File: config.mk
export PLATFORM = sky130hd
export DESIGN_NAME = pc_callstack
export DESIGN_NICKNAME = d
export VERILOG_FILES = /design/src/rtl/pcs_pkg.sv /design/src/rtl/pcs_op_select.sv /design/src/rtl/pcs_ret_stack.sv /design/src/rtl/pc_callstack.sv
export SDC_FILE = /design/constraint.sdc
export NUM_CORES = 1
export LEC_CHECK = 0
export BUFFER_PORTS_ARGS = -buffer_cell sky130_fd_sc_hd__buf_2
export CORE_MARGIN = 8
export CORE_UTILIZATION = 65
export CTS_BUF_LIST = sky130_fd_sc_hd__clkbuf_8
export CTS_CLUSTER_SIZE = 40
export DETAILED_ROUTE_END_ITERATION = 12
export PLACE_DENSITY_LB_ADDON = 0.3
export RECOVER_POWER = 100
export SLEW_MARGIN = 20
export SYNTH_ARGS = -nofsm -noshare
export SYNTH_HDL_FRONTEND = slang
export SYNTH_SLANG_ARGS = --single-unit
File: constraint.sdc
create_clock -name clk -period 11.6 [get_ports clk]
set_input_delay 1.74 -clock clk [delete_from_list [all_inputs] [get_ports clk]]
set_output_delay 1.74 -clock clk [all_outputs]
set_load 0.005 [all_outputs]
File: src/rtl/pcs_pkg.sv
package pcs_pkg;
  typedef enum logic [2:0] {
    OP_HOLD = 3'd0,
    OP_ADV  = 3'd1,
    OP_BR   = 3'd2,
    OP_CALL = 3'd3,
    OP_RET  = 3'd4,
    OP_ERR  = 3'd5
  } pc_op_e;
endpackage

File: src/rtl/pcs_op_select.sv
module pcs_op_select
  import pcs_pkg::*;
(
  input  logic   adv_en,
  input  logic   br_req,
  input  logic   call_req,
  input  logic   ret_req,
  input  logic   stk_empty,
  input  logic   stk_full,
  output pc_op_e op,
  output logic   push,
  output logic   pop,
  output logic   refuse
);
  // Fixed priority: return, call, branch, step, hold.
  always_comb begin
    if (ret_req)       op = stk_empty ? OP_ERR : OP_RET;
    else if (call_req) op = stk_full  ? OP_ERR : OP_CALL;
    else if (br_req)   op = OP_BR;
    else if (adv_en)   op = OP_ADV;
    else               op = OP_HOLD;
  end

  assign push   = (op == OP_CALL);
  assign pop    = (op == OP_RET);
  assign refuse = (op == OP_ERR);
endmodule

File: src/rtl/pcs_ret_stack.sv
module pcs_ret_stack #(
  parameter int ADDR_W = 32,
  parameter int DEPTH  = 8
) (
  input  logic              clk,
  input  logic              rst,
  input  logic              push,
  input  logic              pop,
  input  logic [ADDR_W-1:0] push_data,
  output logic [ADDR_W-1:0] top_data,
  output logic              empty,
  output logic              full
);
  localparam int PTR_W = (DEPTH > 1) ? $clog2(DEPTH) : 1;
  localparam int CNT_W = $clog2(DEPTH + 1);
  localparam logic [CNT_W-1:0] CNT_MAX = CNT_W'(DEPTH);

  logic [ADDR_W-1:0] mem [DEPTH];
  logic [CNT_W-1:0]  cnt;
  logic [PTR_W-1:0]  wr_idx;
  logic [PTR_W-1:0]  top_idx;

  assign wr_idx  = PTR_W'(cnt);
  assign top_idx = PTR_W'(cnt - CNT_W'(1));

  // Storage has no reset so it maps onto plain RAM.
  always_ff @(posedge clk) begin
    if (push) mem[wr_idx] <= push_data;
  end

  always_ff @(posedge clk) begin
    if (rst)       cnt <= '0;
    else if (push) cnt <= cnt + CNT_W'(1);
    else if (pop)  cnt <= cnt - CNT_W'(1);
  end

  assign top_data = mem[top_idx];
  assign empty    = (cnt == '0);
  assign full     = (cnt == CNT_MAX);


  no_push_full_chk: assert property (@(posedge clk) disable iff (rst) push |-> !full);

  no_pop_empty_chk: assert property (@(posedge clk) disable iff (rst) pop |-> !empty);

  cnt_bound_chk: assert property (@(posedge clk) disable iff (rst) cnt <= CNT_MAX);

  push_grow_chk: assert property (@(posedge clk) disable iff (rst) push |=> !empty);
endmodule

File: src/rtl/pc_callstack.sv
module pc_callstack
  import pcs_pkg::*;
#(
  parameter int                ADDR_W      = 32,
  parameter int                DEPTH       = 8,
  parameter int                INSTR_BYTES = 4,
  parameter logic [ADDR_W-1:0] RESET_VEC   = '0
) (
  input  logic              clk,
  input  logic              rst,
  input  logic              adv_en,
  input  logic              br_req,
  input  logic              call_req,
  input  logic              ret_req,
  input  logic [ADDR_W-1:0] tgt_addr,
  output logic [ADDR_W-1:0] pc_q,
  output logic              stk_empty,
  output logic              stk_full,
  output logic              stk_err
);
  localparam logic [ADDR_W-1:0] STEP = ADDR_W'(INSTR_BYTES);

  pc_op_e            op;
  logic              push, pop, refuse;
  logic [ADDR_W-1:0] top_data;
  logic [ADDR_W-1:0] next_seq;
  logic [ADDR_W-1:0] pc_d;

  assign next_seq = pc_q + STEP;

  pcs_op_select u_sel (
    .adv_en    (adv_en),
    .br_req    (br_req),
    .call_req  (call_req),
    .ret_req   (ret_req),
    .stk_empty (stk_empty),
    .stk_full  (stk_full),
    .op        (op),
    .push      (push),
    .pop       (pop),
    .refuse    (refuse)
  );

  pcs_ret_stack #(
    .ADDR_W (ADDR_W),
    .DEPTH  (DEPTH)
  ) u_stack (
    .clk       (clk),
    .rst       (rst),
    .push      (push),
    .pop       (pop),
    .push_data (next_seq),
    .top_data  (top_data),
    .empty     (stk_empty),
    .full      (stk_full)
  );

  always_comb begin
    unique case (op)
      OP_ADV:         pc_d = next_seq;
      OP_BR, OP_CALL: pc_d = tgt_addr;
      OP_RET:         pc_d = top_data;
      default:        pc_d = pc_q;
    endcase
  end

  always_ff @(posedge clk) begin
    if (rst) begin
      pc_q    <= RESET_VEC;
      stk_err <= 1'b0;
    end else begin
      pc_q    <= pc_d;
      stk_err <= refuse;
    end
  end


  reset_state_chk: assert property (@(posedge clk) rst |=> (pc_q == RESET_VEC && stk_empty && !stk_err));

  step_chk: assert property (@(posedge clk) disable iff (rst)
    (adv_en && !br_req && !call_req && !ret_req) |=> pc_q == $past(pc_q) + STEP);

  hold_chk: assert property (@(posedge clk) disable iff (rst)
    (!adv_en && !br_req && !call_req && !ret_req) |=> $stable(pc_q));

  call_jump_chk: assert property (@(posedge clk) disable iff (rst)
    (call_req && !ret_req && !stk_full) |=> pc_q == $past(tgt_addr));

  empty_ret_err_chk: assert property (@(posedge clk) disable iff (rst)
    (ret_req && stk_empty) |=> (stk_err && $stable(pc_q) && stk_empty));

  full_call_err_chk: assert property (@(posedge clk) disable iff (rst)
    (call_req && !ret_req && stk_full) |=> (stk_err && $stable(pc_q) && stk_full));
endmodule

==> run_results.csv, run 1 <==
group,metric,value,unit
logic_synthesis,muxShareOfSynthArea,11.2,%
cells_and_area,finish.instance_area,13600,µm²
critical_path,cp.buffers_inverters,2,
clock_tree,cts_tree,"yes",
detailed_routing,vias,7644,
sta,fin_skew,21.7,ps
floorplan,die_x,153,µm
critical_path,crit_arrival,7030,ps
flow_run,maxCapViolations,8,
detailed_routing,postRouteAntennaNets,0,
clock_tree,post_cts_buffers,0,
critical_path,cp_top_family,"buffers and inverters",
logic_synthesis,yosysSeqAreaShare,68.7,%
cells_and_area,diodes,0,
logic_synthesis,synth_simple_gate_area_share,7.79,%
logic_synthesis,yosysTopAreaCellShare,62.6,%
floorplan,die_area,23500,µm²
outcome,outcome,"finished, violations left",
sta,worst_slew_pin_slew,2900,ps
cells_and_area,drive_gt1_share,19.4,%
clock_tree,cts_hold_buffers,0,
cells_and_area,register_area,8430,µm²
logic_synthesis,synth_top_area_cell,"edfxtp_1",
logic_synthesis,ys_warn_count,0,
clock_tree,htreeDepth,2,
clock_tree,cts.clk_slew.worst_paths,60,ps
global_route,grt_pass1_vias,7817,
sta,whs,540,ps
clock_tree,clock-sinks,293,
critical_path,path_max_fanout,39,
global_route,grt_util_all_layers,24.5,%
power,p_sw,1.18,mW
sta,finalCritPeriodShare,59.8,%
placement,placement.io_buffers,72,
global_route,grt_pass1_wl,44500,µm
clock_tree,clk_latency,540,ps
cells_and_area,fin_nets,913,
critical_path,crit_path_cell_trace,"clkbuf_1, nand2_1, nor3_1, clkbuf_1",
logic_synthesis,synth_top_family_by_area,"multiplexers",
worst_hold_path,hold_path_class,"reg2reg",
logic_synthesis,synth_edf_count,256,
power,power_frac_comb,32.7,%
logic_synthesis,synth_compound_area_share,8.04,%
logic_synthesis,synth_xor_area_share,1.78,%
sta,fmax,0.144,GHz
critical_path,crit_top_cell,"clkbuf_1",
critical_path,required,11690,ps
floorplan,num_io_pins,73,
clock_tree,cts_buffers,45,
detailed_routing,drt-vias-per-instance,6.71,
floorplan,fp.dieH,153,µm
logic_synthesis,yosysUniqueCellTypes,57,
placement,place_ws,7760,ps
cells_and_area,instances_no_fill,1139,
sta,tns,0,ps
detailed_routing,drc,0,
power,total_power,3.39,mW
detailed_routing,avgRoutedWirePerCell,25.2,µm
global_route,grt_max_degree,41,
floorplan,num_rows,50,
critical_path,cpPeakStageDelay,2160,ps
sta,period_needed,6940,ps
global_route,grt_antenna_before_repair,0,
power,clockPowerShare,22.9,%
logic_synthesis,syn_inst,789,
placement,place_area,12900,µm²
cells_and_area,fin_util,72.9,%
power,ir_worst_vdd,127,µV
floorplan,initial_utilization,65.8,%
critical_path,criticalPathCategory,"reg2reg",
floorplan,coreArea,18600,µm²
sta,setup_viol,0,
sta,fin_ws,4660,ps
clock_tree,clk_path_buf_depth,3,
critical_path,setup.worst_path.start_class,"register",
clock_tree,cts-root-buf,"clkbuf_8",
logic_synthesis,synth_area_leaders,"edfxtp_1 63%, mux4_2 11%, dfxtp_1 6.0%, nand2_1 2.8%, a21oi_1 1.9%",
power,swShare,35.0,%
detailed_routing,firstDrtPassIters,5,
placement,dp.final_hpwl,17300,µm
logic_synthesis,synthAdderAreaFrac,0.306,%
sta,finalHoldViolCount,0,
cells_and_area,fillers,1169,
critical_path,critPathSlowestCell,"clkbuf_1",
detailed_routing,drt-initial-drc-count,774,
clock_tree,ctsResizeCount,0,
power,leakagePower,4.44,nW
placement,place_congestion,0.859,
global_route,grt_overflow,0,
power,p_int,2.20,mW
logic_synthesis,avgSynthCellArea,15.6,µm²
logic_synthesis,synth_nets,830,
power,pwr-share-seq,44.4,%
detailed_routing,finalWirelength,28800,µm
critical_path,end_kind,"register",
logic_synthesis,synth_seq_cells,293,
logic_synthesis,synth_area,12300,µm²
logic_synthesis,synthFlopType,"edfxtp_1",
placement,dp.cells,1058,
cells_and_area,multi_input_area,3620,µm²
outcome,violations,"capacitance limit, slew limit",
sta,maxSlewViolCount,262,
cells_and_area,area_delta_synth_final,10.7,%
logic_synthesis,async_reset_ff_share,0,%
sta,rsz0062_at_grt,"no",
sta,slew_headroom,-93.5,%
power,power_density,249,nW/µm²
-- state kept, by name, indices dropped and copies added, names as in the netlist --
register     count
u_stack.mem    256
u_stack.cnt      4
stk_err          1
pc_q            32
-- synth_stat cells, drive strengths merged (4+ instances only) --
master and n:
a211o 5, o31a 6, xnor2 17, nor4 15, dfxtp 37, nand3 12, nor2 29, nand4 12
nor3 13, o21ai 12, clkbuf 32, a221oi 7, a21oi 46, a221o 6, a31oi 4, buf 18
nand2 93, a211oi 21, o22ai 4, mux4 59, xor2 8, inv 15, or2 8, edfxtp 256
o221a 6
-- worst min-delay path: cells and delay by family, from the launching register on --
kind | cells | cell delay, ps
AOI/OAI and AO/OA | 1 | 80
buffers and inverters | 1 | 60
DFF | 1 | 350
-- power by group through the flow --
stage               registers, mW  clock network [mW]  logic [mW]
floorplan                    1.45                   0       0.805
global placement             1.51                   0        1.06
detailed placement           1.52                   0        1.10
CTS                          1.50               0.787        1.10
global route                 1.52               0.831        1.20
finish                       1.50               0.778        1.11
-- area by class of cell --
type,count,area share (%)
Inverter,15,0.414
Clock inverter,33,1.19
Timing Repair Buffer,86,2.81
Multi-Input combinational cell,431,26.6
Sequential cell,293,62.0
Tap cell,234,2.15
Clock buffer,47,4.76
-- final timing paths --
check,from,end,slack [ps],cells after the start
setup / recovery,u_stack.cnt[0],u_stack.mem[1][22],4660,4
hold / removal,pc_q[31],pc_q[31],540,2
setup reg to reg,u_stack.cnt[0],u_stack.mem[1][22],4660,4
hold reg to reg,pc_q[31],pc_q[31],540,2
-- kinds of logic (layout without fill, tap and decap cells) --
family	after synthesis	in the layout
mux	63	63
flops	293	293
fa+ha+maj	3	3
simple gates	199	199
compound gates	141	141
xor+xnor	25	25
buf+inv	65	181
-- layer usage --
metal  vias to the layer above  track usage (%)  routed length (µm)
li1                       3310                -                   -
met1                      3812             32.3               11400
met2                       457             37.5               13600
met3                        65             7.50                3000
met4                         0             9.80                 785
met5                         -                0                   0
-- placed cells by master (no fill, tap or decap), drive strengths merged, types with 4 or more instances in the layout --
master	instances
nor3	13
a211oi	21
nor4	15
o221a	6
or2	8
xnor2	17
nand4	12
a31oi	4
a21oi	46
xor2	8
a221o	6
a221oi	7
buf	41
edfxtp	256
clkinv	19
o22ai	4
inv	27
a211o	5
clkbuf	92
nand3	12
o31a	6
nand2	93
o21ai	12
mux4	59
nor2	29
dfxtp	37
No activity file was read; power rests on OpenSTA's default activity.
==> run 2: changes to the inputs <==
--- a/config.mk
+++ b/config.mk
@@ -7,7 +7,7 @@
 export LEC_CHECK = 0
 export BUFFER_PORTS_ARGS = -buffer_cell sky130_fd_sc_hd__buf_2
 export CORE_MARGIN = 8
-export CORE_UTILIZATION = 65
+export CORE_UTILIZATION = 63
 export CTS_BUF_LIST = sky130_fd_sc_hd__clkbuf_8
 export CTS_CLUSTER_SIZE = 40
 export DETAILED_ROUTE_END_ITERATION = 12
==> constraint.sdc (replaced) <==
create_clock -name clk -period 6.9 [get_ports clk]
set_input_delay 1.035 -clock clk [delete_from_list [all_inputs] [get_ports clk]]
set_output_delay 1.035 -clock clk [all_outputs]
set_load 0.005 [all_outputs]
==> run 2 against run 1 <==
  * Die area up 2.8%
  * The flow still finishes with violations (capacitance limit, slew limit)
  * Design area up 1.7%
  * Clock power up 97%
  * Global-route usage up 1.5 points
  * First-iteration DRC count up 19%
  * Register-to-register slack worse by 2700 ps
  * Utilization down 1.1 points
  * Power up 75%
  * Critical path type unchanged
  * Sequential share of layout area down 1.1 points
==> run_results.csv, run 2 (synthesized netlist as in run 1, its figures left out) <==
group,metric,value,unit
cells_and_area,drive_gt1_share,22.1,%
critical_path,r2r-start,"u_stack.cnt[0]",
cells_and_area,largest_register,"u_stack.mem",
critical_path,criticalPathCategory,"reg2reg",
flow_run,maxCapViolations,9,
power,power_density,430,nW/µm²
sta,fin_skew,25.0,ps
sta,maxSlewViolCount,289,
critical_path,reg2reg_to,"u_stack.mem[3][14]",
cells_and_area,final_cell_mix,"256 x edfxtp_1, 93 x nand2_1, 59 x mux4_2",
power,ir_worst_vdd,253,µV
power,swShare,34.7,%
placement,place_congestion,0.864,
sta,fmax,0.202,GHz
floorplan,num_rows,51,
sta,rsz0062_at_grt,"no",
cells_and_area,register_area,8430,µm²
cells_and_area,fillers,1279,
clock_tree,clk_path_buf_depth,3,
placement,place_area,13000,µm²
sta,setup_viol,0,
clock_tree,ctsResizeCount,0,
sta,worst_slew_pin_slew,2700,ps
clock_tree,cts_buffers,45,
floorplan,die_area,24200,µm²
cells_and_area,area_delta_synth_final,12.6,%
floorplan,die_x,156,µm
cells_and_area,finish.instance_area,13800,µm²
worst_hold_path,hold_path_class,"reg2reg",
clock_tree,cts_hold_buffers,0,
floorplan,fp.dieH,156,µm
floorplan,coreArea,19300,µm²
sta,period_needed,4950,ps
floorplan,num_io_pins,73,
power,p_int,3.88,mW
detailed_routing,drt-initial-drc-count,919,
clock_tree,cts-root-buf,"clkbuf_8",
critical_path,setup.worst_path.start_class,"register",
power,power_frac_comb,31.8,%
clock_tree,post_cts_buffers,0,
sta,whs,562,ps
cells_and_area,top_regs,"u_stack.mem x256, pc_q x32, u_stack.cnt x4",
cells_and_area,diodes,0,
clock_tree,clk_latency,560,ps
critical_path,end_kind,"register",
clock_tree,clock-sinks,293,
global_route,grt_pass1_vias,8190,
detailed_routing,avgRoutedWirePerCell,26.3,µm
power,clockPowerShare,25.8,%
critical_path,path_max_fanout,32,
sta,finalHoldViolCount,0,
global_route,grt_max_degree,50,
power,leakagePower,4.57,nW
clock_tree,cts_tree,"yes",
worst_hold_path,min_from,"pc_q[31]",
critical_path,regToRegSetupSlack,1950,ps
detailed_routing,finalWirelength,30900,µm
detailed_routing,vias,7856,
detailed_routing,postRouteAntennaNets,0,
clock_tree,htreeDepth,2,
critical_path,required,7000,ps
worst_hold_path,min_to,"pc_q[31]",
detailed_routing,drt-vias-per-instance,6.69,
placement,placement.io_buffers,72,
cells_and_area,fin_nets,914,
outcome,violations,"capacitance limit, slew limit",
sta,tns,0,ps
sta,slew_headroom,-80.2,%
power,total_power,5.94,mW
cells_and_area,largest_reg_flops,256,
placement,dp.final_hpwl,17500,µm
critical_path,reg2reg_depth,6,
global_route,grt_antenna_before_repair,0,
worst_hold_path,hold-path-cell-count,2,
critical_path,crit_arrival,5050,ps
floorplan,initial_utilization,63.7,%
detailed_routing,firstDrtPassIters,5,
cells_and_area,final_common_cell,"edfxtp_1",
global_route,grt_overflow,0,
cells_and_area,multi_input_area,3630,µm²
global_route,grt_util_all_layers,25.9,%
sta,finalCritPeriodShare,71.8,%
power,pwr-share-seq,42.4,%
outcome,outcome,"finished, violations left",
clock_tree,cts.clk_slew.worst_paths,70,ps
global_route,grt_pass1_wl,47400,µm
power,p_sw,2.06,mW
detailed_routing,drc,0,
-- run 2: cell count changes in the layout (fill, tap and decap cells not counted), moves of 3 or more --
cell and change:
clkinv_1 -9, clkbuf_1 -7, buf_4 +3, bufinv_16 +3, buf_2 +5, clkbuf_8 +7
clkinv_2 +3
-- run 2: worst max path at each step --
stage                              end  cells past startpoint            from
finish              u_stack.mem[3][14]                      6  u_stack.cnt[0]
CTS                            pc_q[2]                      8  u_stack.cnt[0]
global route        u_stack.mem[0][22]                      6  u_stack.cnt[0]
floorplan            u_stack.mem[0][0]                      8  u_stack.cnt[0]
detailed placement             pc_q[2]                      8  u_stack.cnt[0]
global placement              pc_q[31]                      8  u_stack.cnt[0]
-- run 2: routing by layer --
metal  wire length [µm]  GRT usage (%)  share of wire [%]
met1              11800           34.1                 38
met3               3330           6.20                 11
met5                  0              0                  0
met2              14800           41.3                 48
met4                920           10.5                3.0
-- run 2: cell type report --
class / instances / share of cell area [%]
clock inverters: 30 / 1.71
inverters: 15 / 0.407
multi-input cells: 431 / 26.2
clock buffers: 54 / 5.38
repair buffers: 87 / 2.91
flip-flops and latches: 293 / 61.0
well taps: 265 / 2.40
-- run 2: worst max-delay path: stages, from the launching register on --
cell and delay [ps]:
dfxtp_1 1110, inv_1 260, ha_1 450, and3b_1 270
nand2b_1 240, nor3_1 200, clkbuf_1 1950
-- run 2: stage by stage --
step | setup WS, ps | utilization, % | std cells
floorplan | 1440 | - | 789
global placement | 3610 | 67.2 | 1091
detailed placement | 3450 | 67.3 | 1091
CTS | 3430 | 72.3 | 1175
global route | 1630 | 71.7 | 1175
finish | 1950 | 71.7 | 1175
-- run 2: power groups by stage --
stage	registers, mW	logic (mW)	clock network (mW)
final	2.52	1.89	1.53
after global routing	2.54	2.02	1.62
after CTS	2.51	1.89	1.55
after detailed placement	2.54	1.88	0
after global placement	2.53	1.83	0
after floorplan	2.44	1.35	0
